===== src/rtl/qsnp_pkg.sv =====
package qsnp_pkg;

   typedef enum logic [1:0] {
      SN_CHECK = 2'd0,
      SN_ADDR  = 2'd1,
      SN_DUMMY = 2'd2,
      SN_PASS  = 2'd3
   } snoop_e;

   typedef struct packed {
      logic       known;
      logic [1:0] dummies;
      logic [2:0] now_lanes;    // 0 = keep current width
      logic [2:0] later_lanes;  // 0 = no deferred widening
   } op_info_t;

   localparam logic [7:0] OP_RD    = 8'h03;
   localparam logic [7:0] OP_PROG  = 8'h02;
   localparam logic [7:0] OP_PROG2 = 8'hA2;
   localparam logic [7:0] OP_PROG4 = 8'h32;
   localparam logic [7:0] OP_FRD   = 8'h0B;
   localparam logic [7:0] OP_ORD2  = 8'h3B;
   localparam logic [7:0] OP_ORD4  = 8'h6B;
   localparam logic [7:0] OP_IORD2 = 8'hBB;
   localparam logic [7:0] OP_IORD4 = 8'hEB;

   function automatic op_info_t decode_op(input logic [7:0] op);
      op_info_t r;
      r = '{known: 1'b1, dummies: 2'd0, now_lanes: 3'd0, later_lanes: 3'd0};
      case (op)
         OP_RD, OP_PROG: ;
         OP_PROG2: r.later_lanes = 3'd2;
         OP_PROG4: r.later_lanes = 3'd4;
         OP_FRD:   r.dummies = 2'd1;
         OP_ORD2:  begin r.dummies = 2'd1; r.later_lanes = 3'd2; end
         OP_ORD4:  begin r.dummies = 2'd1; r.later_lanes = 3'd4; end
         OP_IORD2: begin r.dummies = 2'd1; r.now_lanes = 3'd2; end
         OP_IORD4: begin r.dummies = 2'd2; r.now_lanes = 3'd4; end
         default:  r.known = 1'b0;
      endcase
      return r;
   endfunction

   function automatic logic [3:0] cyc_per_byte(input logic [2:0] lanes);
      case (lanes)
         3'd4:    return 4'd2;
         3'd2:    return 4'd4;
         default: return 4'd8;
      endcase
   endfunction

endpackage


===== src/rtl/qsnp_cmd_tracker.sv =====
module qsnp_cmd_tracker
   import qsnp_pkg::*;
#(
   parameter int ADDR_BYTES = 3
) (
   input  logic       clk_i,
   input  logic       rst_ni,
   input  logic       cs_any_i,
   input  logic       adv_i,
   input  logic [7:0] op_byte_i,
   output snoop_e     state_o,
   output logic [2:0] lanes_o
);
   localparam int AW = $clog2(ADDR_BYTES + 1);
   localparam int WW = $clog2(ADDR_BYTES + 3);

   snoop_e          state_q;
   logic [AW-1:0]   addr_left_q;
   logic [1:0]      dum_left_q;
   logic [2:0]      lanes_q, lanes_nx_q;
   logic [WW-1:0]   when_q;
   op_info_t        info;

   assign info = decode_op(op_byte_i);

   always_ff @(posedge clk_i or negedge rst_ni) begin
      if (!rst_ni) begin
         state_q     <= SN_CHECK;
         addr_left_q <= '0;
         dum_left_q  <= '0;
         lanes_q     <= 3'd1;
         lanes_nx_q  <= 3'd1;
         when_q      <= '0;
      end else if (!cs_any_i) begin
         state_q     <= SN_CHECK;
         addr_left_q <= '0;
         dum_left_q  <= '0;
         lanes_q     <= 3'd1;
         lanes_nx_q  <= 3'd1;
         when_q      <= '0;
      end else if (adv_i) begin
         if (when_q != '0) begin
            when_q <= when_q - 1'b1;
            if (when_q == WW'(1)) lanes_q <= lanes_nx_q;
         end
         case (state_q)
            SN_CHECK: begin
               if (info.known) begin
                  state_q     <= SN_ADDR;
                  addr_left_q <= AW'(ADDR_BYTES);
                  dum_left_q  <= info.dummies;
                  if (info.now_lanes != 3'd0) lanes_q <= info.now_lanes;
                  if (info.later_lanes != 3'd0) begin
                     lanes_nx_q <= info.later_lanes;
                     when_q     <= WW'(ADDR_BYTES) + WW'(info.dummies);
                  end
               end else begin
                  state_q <= SN_PASS;
               end
            end
            SN_ADDR: begin
               addr_left_q <= addr_left_q - 1'b1;
               if (addr_left_q == AW'(1))
                  state_q <= (dum_left_q != 2'd0) ? SN_DUMMY : SN_PASS;
            end
            SN_DUMMY: begin
               dum_left_q <= dum_left_q - 1'b1;
               if (dum_left_q == 2'd1) state_q <= SN_PASS;
            end
            default: ;
         endcase
      end
   end

   assign state_o = state_q;
   assign lanes_o = lanes_q;

endmodule


===== src/rtl/qsnp_tx_fanout.sv =====
module qsnp_tx_fanout #(
   parameter int NBUS  = 2,
   parameter int CNT_W = 4
) (
   input  logic [CNT_W-1:0]  count_i,
   input  logic [8*NBUS-1:0] head_i,
   input  logic              stripe_i,
   output logic [8*NBUS-1:0] bus_data_o,
   output logic [CNT_W-1:0]  need_o,
   output logic              have_o
);
   localparam logic [CNT_W-1:0] NB = CNT_W'(NBUS);

   for (genvar b = 0; b < NBUS; b++) begin : g_bus
      if (b == 0) begin : g_lead
         assign bus_data_o[7:0] = head_i[7:0];
      end else begin : g_rest
         assign bus_data_o[8*b +: 8] = stripe_i ? head_i[8*b +: 8] : head_i[7:0];
      end
   end

   assign need_o = stripe_i ? NB : CNT_W'(1);
   assign have_o = (count_i >= need_o);

endmodule


===== src/rtl/qsnp_rx_sink.sv =====
module qsnp_rx_sink #(
   parameter int NBUS   = 2,
   parameter int CNT_W  = 4,
   parameter int DISC_W = 8
) (
   input  logic              clk_i,
   input  logic              rst_ni,
   input  logic              issue_i,
   input  logic              issue_dummy_i,
   input  logic              issue_stripe_i,
   input  logic [3:0]        issue_cyc_i,
   input  logic              cs_change_i,
   input  logic [DISC_W-1:0] discard_init_i,
   input  logic              rx_valid_i,
   input  logic [8*NBUS-1:0] rx_data_i,
   input  logic              full_i,
   output logic              push_o,
   output logic [CNT_W-1:0]  push_num_o,
   output logic [8*NBUS-1:0] push_data_o,
   output logic              ovf_set_o
);
   logic              pend_dummy_q, pend_stripe_q;
   logic [3:0]        pend_cyc_q;
   logic [DISC_W-1:0] disc_q;
   logic              live;
   logic [DISC_W-1:0] cyc_w;

   assign cyc_w = DISC_W'(pend_cyc_q);
   assign live  = rx_valid_i && !pend_dummy_q;

   always_ff @(posedge clk_i or negedge rst_ni) begin
      if (!rst_ni) begin
         pend_dummy_q  <= 1'b0;
         pend_stripe_q <= 1'b0;
         pend_cyc_q    <= 4'd8;
      end else if (issue_i) begin
         pend_dummy_q  <= issue_dummy_i;
         pend_stripe_q <= issue_stripe_i;
         pend_cyc_q    <= issue_cyc_i;
      end
   end

   always_ff @(posedge clk_i or negedge rst_ni) begin
      if (!rst_ni)                       disc_q <= '0;
      else if (cs_change_i)              disc_q <= discard_init_i;
      else if (live && disc_q != '0)     disc_q <= (disc_q > cyc_w) ? disc_q - cyc_w : '0;
   end

   assign push_o     = live && (disc_q == '0) && !full_i;
   assign ovf_set_o  = live && (disc_q == '0) && full_i;
   assign push_num_o = pend_stripe_q ? CNT_W'(NBUS) : CNT_W'(1);

   for (genvar b = 0; b < NBUS; b++) begin : g_rx
      if (b == 0) begin : g_lead
         assign push_data_o[7:0] = rx_data_i[7:0];
      end else begin : g_rest
         assign push_data_o[8*b +: 8] = pend_stripe_q ? rx_data_i[8*b +: 8] : 8'h00;
      end
   end

endmodule


===== src/rtl/qspi_tx_snooper.sv =====
module qspi_tx_snooper
   import qsnp_pkg::*;
#(
   parameter int NUM_CS     = 2,
   parameter int NBUS       = 2,
   parameter int CNT_W      = 4,
   parameter int DISC_W     = 8,
   parameter int ADDR_BYTES = 3
) (
   input  logic              clk_i,
   input  logic              rst_ni,
   input  logic [NUM_CS-1:0] cs_sel_i,
   input  logic              stripe_en_i,
   input  logic              linear_mode_i,
   input  logic [DISC_W-1:0] discard_init_i,
   input  logic              flag_clr_i,
   input  logic [CNT_W-1:0]  txf_count_i,
   input  logic [8*NBUS-1:0] txf_data_i,
   output logic              txf_pop_o,
   output logic [CNT_W-1:0]  txf_pop_num_o,
   input  logic              shf_ready_i,
   output logic              shf_valid_o,
   output logic [8*NBUS-1:0] shf_data_o,
   output logic [2:0]        shf_lanes_o,
   output logic [3:0]        shf_cycles_o,
   output logic              shf_dummy_o,
   input  logic              shf_rx_valid_i,
   input  logic [8*NBUS-1:0] shf_rx_data_i,
   input  logic              rxf_full_i,
   output logic              rxf_push_o,
   output logic [CNT_W-1:0]  rxf_push_num_o,
   output logic [8*NBUS-1:0] rxf_data_o,
   output logic              underflow_o,
   output logic              overflow_o
);
   if (NBUS < 1 || NBUS > 4) begin : g_bad_nbus
      $error("NBUS must be 1 to 4");
   end
   if ((1 << CNT_W) <= NBUS) begin : g_bad_cnt
      $error("CNT_W too narrow for NBUS");
   end
   if (DISC_W < 4) begin : g_bad_disc
      $error("DISC_W must be at least 4");
   end
   if (ADDR_BYTES < 1 || ADDR_BYTES > 4) begin : g_bad_addr
      $error("ADDR_BYTES must be 1 to 4");
   end

   snoop_e            state;
   logic [2:0]        lanes;
   logic              cs_any, cs_change, stripe_now, have, issue;
   logic [NUM_CS-1:0] cs_q;
   logic              clr_q, uf_q, of_q, uf_set, of_set;

   assign cs_any    = |cs_sel_i;
   assign cs_change = (cs_sel_i != cs_q);

   if (NBUS > 1) begin : g_stripe
      assign stripe_now = stripe_en_i && (state == SN_PASS);
   end else begin : g_nostripe
      assign stripe_now = 1'b0;
   end

   qsnp_cmd_tracker #(.ADDR_BYTES(ADDR_BYTES)) u_trk (
      .clk_i     (clk_i),
      .rst_ni    (rst_ni),
      .cs_any_i  (cs_any),
      .adv_i     (issue),
      .op_byte_i (txf_data_i[7:0]),
      .state_o   (state),
      .lanes_o   (lanes)
   );

   qsnp_tx_fanout #(.NBUS(NBUS), .CNT_W(CNT_W)) u_tx (
      .count_i    (txf_count_i),
      .head_i     (txf_data_i),
      .stripe_i   (stripe_now),
      .bus_data_o (shf_data_o),
      .need_o     (txf_pop_num_o),
      .have_o     (have)
   );

   assign issue        = cs_any && shf_ready_i && have;
   assign uf_set       = cs_any && shf_ready_i && !have && !linear_mode_i;
   assign shf_valid_o  = issue;
   assign txf_pop_o    = issue;
   assign shf_lanes_o  = lanes;
   assign shf_cycles_o = cyc_per_byte(lanes);
   assign shf_dummy_o  = (state == SN_DUMMY);

   qsnp_rx_sink #(.NBUS(NBUS), .CNT_W(CNT_W), .DISC_W(DISC_W)) u_rx (
      .clk_i          (clk_i),
      .rst_ni         (rst_ni),
      .issue_i        (issue),
      .issue_dummy_i  (shf_dummy_o),
      .issue_stripe_i (stripe_now),
      .issue_cyc_i    (shf_cycles_o),
      .cs_change_i    (cs_change),
      .discard_init_i (discard_init_i),
      .rx_valid_i     (shf_rx_valid_i),
      .rx_data_i      (shf_rx_data_i),
      .full_i         (rxf_full_i),
      .push_o         (rxf_push_o),
      .push_num_o     (rxf_push_num_o),
      .push_data_o    (rxf_data_o),
      .ovf_set_o      (of_set)
   );

   always_ff @(posedge clk_i or negedge rst_ni) begin
      if (!rst_ni) begin
         cs_q  <= '0;
         clr_q <= 1'b0;
         uf_q  <= 1'b0;
         of_q  <= 1'b0;
      end else begin
         cs_q  <= cs_sel_i;
         clr_q <= flag_clr_i;
         uf_q  <= uf_set ? 1'b1 : (clr_q ? 1'b0 : uf_q);
         of_q  <= of_set ? 1'b1 : (clr_q ? 1'b0 : of_q);
      end
   end

   assign underflow_o = uf_q;
   assign overflow_o  = of_q;

endmodule


===== config.mk =====
export PLATFORM = sky130hd
export DESIGN_NAME = qspi_tx_snooper
export DESIGN_NICKNAME = d
export VERILOG_FILES = /design/src/rtl/qsnp_pkg.sv /design/src/rtl/qsnp_cmd_tracker.sv /design/src/rtl/qsnp_tx_fanout.sv /design/src/rtl/qsnp_rx_sink.sv /design/src/rtl/qspi_tx_snooper.sv
export SDC_FILE = /design/constraint.sdc
export NUM_CORES = 1
export LEC_CHECK = 0
export BUFFER_PORTS_ARGS = -buffer_cell sky130_fd_sc_hd__buf_2
export CAP_MARGIN = 20
export CELL_PAD_IN_SITES_DETAIL_PLACEMENT = 1
export CELL_PAD_IN_SITES_GLOBAL_PLACEMENT = 1
export CORE_MARGIN = 8
export CORE_UTILIZATION = 36
export DETAILED_ROUTE_END_ITERATION = 12
export PLACE_DENSITY = 0.82
export SYNTH_ARGS = -nofsm -noshare
export SYNTH_HDL_FRONTEND = slang
export SYNTH_SLANG_ARGS = --single-unit

===== constraint.sdc =====
create_clock -name clk_i -period 3.8 [get_ports clk_i]
set_input_delay 0.57 -clock clk_i [delete_from_list [all_inputs] [get_ports clk_i]]
set_output_delay 0.57 -clock clk_i [all_outputs]
set_load 0.05 [all_outputs]

==> metrics.yaml <==
diodes: 0
dp_cells: 459
numCtsBuffers: 5
relSlewSlack_pct: 48.41
cts_tree: "built"
cts_hold_buf: 0
numPortBuffers: 85
seq_area_um2: 829.5
worst_path_most_repeated_cell: "ha_1"
dp_hpwl_um: 6009
synth.top_cells.by_area: "dfrtp_1 28%, ha_1 7.4%, buf_4 6.9%, o21ai_0 4.2%, mux2_2 4.1%"
synth-edff-count: 0
vdd_drop_max_mv: 0.2021
postCtsResizedCells: 0
drtPass1Iterations: 4
hold_path.class: "in -> async"
fin_skew_ps: 10.07
grt_pass1_vias: 2657
start_kind: "flop"
avgSynthCellArea_um2: 8.836
vias: 2419
ys_ff_latch: 33
yosys_most_used_dff: "dfrtp_1"
crit_chain: "ha_1 -> nand2_1 -> ha_1 -> nand2b_1 -> a2111oi_2 -> or2_2 -> inv_1 -> buf_2"
synth.largest_area_cell: "dfrtp_1"
grt_max_degree: 34
die_w_um: 102.9
drc_errors: 0
drtAntennaViolNets: 0
yosysWarningCount: 0
fin_nets: 438
syn_area_um2: 2721
critical_path.max_fanout: 15
clk_path_buf_depth: 2
wl_per_cell_um: 16.17
finalCriticalPeriod_ps: 3435
rows: 31
finalInstanceArea_um2: 3104
crit_type: "reg -> out"
yosysSeqAreaShare_pct: 30.48
crit_arrival_ps: 2870
path_delay_family: "simple AND/OR/NAND/NOR gates"
cts_sinks: 33
max_freq_mhz: 291.1
clk_pin_slew_ps: 70
root_buffer: "clkbuf_8"
overflow: 0
leakagePower_nw: 1.469
yosysUniqueCellTypes: 64
synth_top_area_share_pct: 27.59
hold-worst-slack_ps: 345.8
p_total_mw: 1.523
core_area_um2: 7292
crit_path_max_incr_delay_ps: 520
rsz0062_at_grt: "no"
fillers: 919
track_usage_pct: 14.36
setup_tns_ps: 0
final_core_util_pct: 42.57
tightestPinTransition_ps: 773.8
critical_path_buf_inv_count: 2
multi_input_area_um2: 1541
fin_crit_sh_pct: 90.40
die-area_um2: 10600
placed_cell_area_um2: 3003
outcome: "complete, no violations"
cts.htree.levels: 2
place_congestion: 0.8254
cp_slowest_cell: "a2111oi_2"
worstSkewPairLatency_ps: 290
hold_violations: 0
grt_pass1_wl_um: 12290
layout-drive-gt1-share_pct: 32.88
wirelength_um: 7553
drtIter0Drc: 73
timing.final.ws_setup_ps: 364.7
io_pins: 107
crit_required_ps: 3230
slew_violations: 0
dieHeight_um: 102.9
stdcell_count: 467
setup_viol: 0
place_ws_ps: 615.3
start_util_pct: 37.32
routed_via_density: 5.180
antenna_found_initial: 0
cap_viol_max_count: 0
async_flop_share_pct: 100.0
p_per_area_nw_per_um2: 490.6
postCtsSetupBuffers: 0
end_kind: "primary output"
syn_inst: 308
syn2layout_area_growth_pct: 14.07
==> power breakdown <==
| group | switching, mW | internal (mW) | leakage (nW) |
|---|---|---|---|
| Combinational | 0.486 | 0.254 | 0.999 |
| Clock | 0.134 | 0.164 | 0.0542 |
| Sequential | 0.0605 | 0.425 | 0.415 |
| Total | 0.681 | 0.842 | 1.47 |
==> cells in the final DEF (no fill, tap or decap), drive strengths merged, types with 2 or more instances in the layout <==
cell and instances:
mux2 10, xor2 4, nor4 6, nand2b 4, or2 3, a21oi 10, o21ai 26, nor3 9
and2 8, mux2i 2, nor3b 4, a2111oi 2, nand2 29, o22ai 3, o21a 2, nand3 5
o31ai 3, nor2b 8, ha 16, inv 20, nand3b 2, nor2 16, a211oi 3, conb 5
o311ai 2, dfrtp 30, a31oi 3, dfstp 3, clkbuf 7, a22oi 4, nand4b 4, a22o 5
buf 86, nand4 3
==> routing by layer <==
metal | wire [um] | track usage [%]
met1 | 3291 | 16.83
met2 | 3686 | 24.86
met3 | 469 | 3.984
met4 | 106 | 4.227
met5 | 0 | 0
==> area by class of cell <==
type                            count  share of cell area (%)
Clock buffer                        7                   3.104
Clock inverter                      1                  0.1612
Inverter                           20                   2.418
Multi-Input combinational cell    221                   49.66
Sequential cell                    33                   26.72
Tap cell                           99                   3.990
Timing Repair Buffer               86                   13.95
==> path summary, 6_finish.rpt <==
path / slack [ps] / end / cells past startpoint / start
worst max-delay path: 360 / shf_valid_o / 8 / u_trk.state_o[0]
worst min-delay path: 350 / u_rx.disc_q[7] / 1 / rst_ni
worst max register to register: 1040 / u_trk.addr_left_q[1] / 9 / u_trk.state_o[0]
worst min register to register: 470 / overflow_o / 1 / clr_q
max in group asynchronous: 2940 / u_rx.pend_cyc_q[1] / 1 / rst_ni
min in group clk_i: 380 / clr_q / 1 / flag_clr_i
==> cell usage after synthesis (4+ instances only) <==
| cell | n |
|---|---|
| nor4_1 | 6 |
| buf_2 | 4 |
| nor3b_1 | 4 |
| a21oi_1 | 10 |
| a22o_1 | 5 |
| and2_1 | 8 |
| nor3_1 | 8 |
| o21ai_0 | 23 |
| clkbuf_8 | 4 |
| nand2b_1 | 4 |
| nand2_1 | 29 |
| inv_1 | 20 |
| dfrtp_1 | 30 |
| nor2b_1 | 8 |
| mux2_2 | 10 |
| buf_4 | 25 |
| nand4b_1 | 4 |
| xor2_1 | 4 |
| nand3_1 | 5 |
| nor2_1 | 15 |
| ha_1 | 16 |
| a22oi_1 | 4 |
==> kinds of logic after synthesis <==
group,Yosys count,share of synthesized area [%]
adders and majority gates,17,8.092
and+or+nand+nor,111,22.62
DFF,33,30.48
other,1,0.1378
AOI/OAI and AO/OA,71,18.76
xor gates and xnor gates,5,1.609
muxes,12,4.874
buffers and inverters,58,13.42
==> state kept, by name, summed over array words and instances, names as in the netlist <==
name	count
underflow_o	1
u_trk.addr_left_q	2
u_rx.pend_dummy_q	1
u_trk.lanes_o	3
u_trk.dum_left_q	2
overflow_o	1
u_rx.pend_cyc_q	3
cs_q	2
clr_q	1
u_trk.when_q	3
u_rx.pend_stripe_q	1
u_trk.state_o	2
u_rx.disc_q	8
u_trk.lanes_nx_q	3
Note: power is estimated with default switching activity, not from simulation.
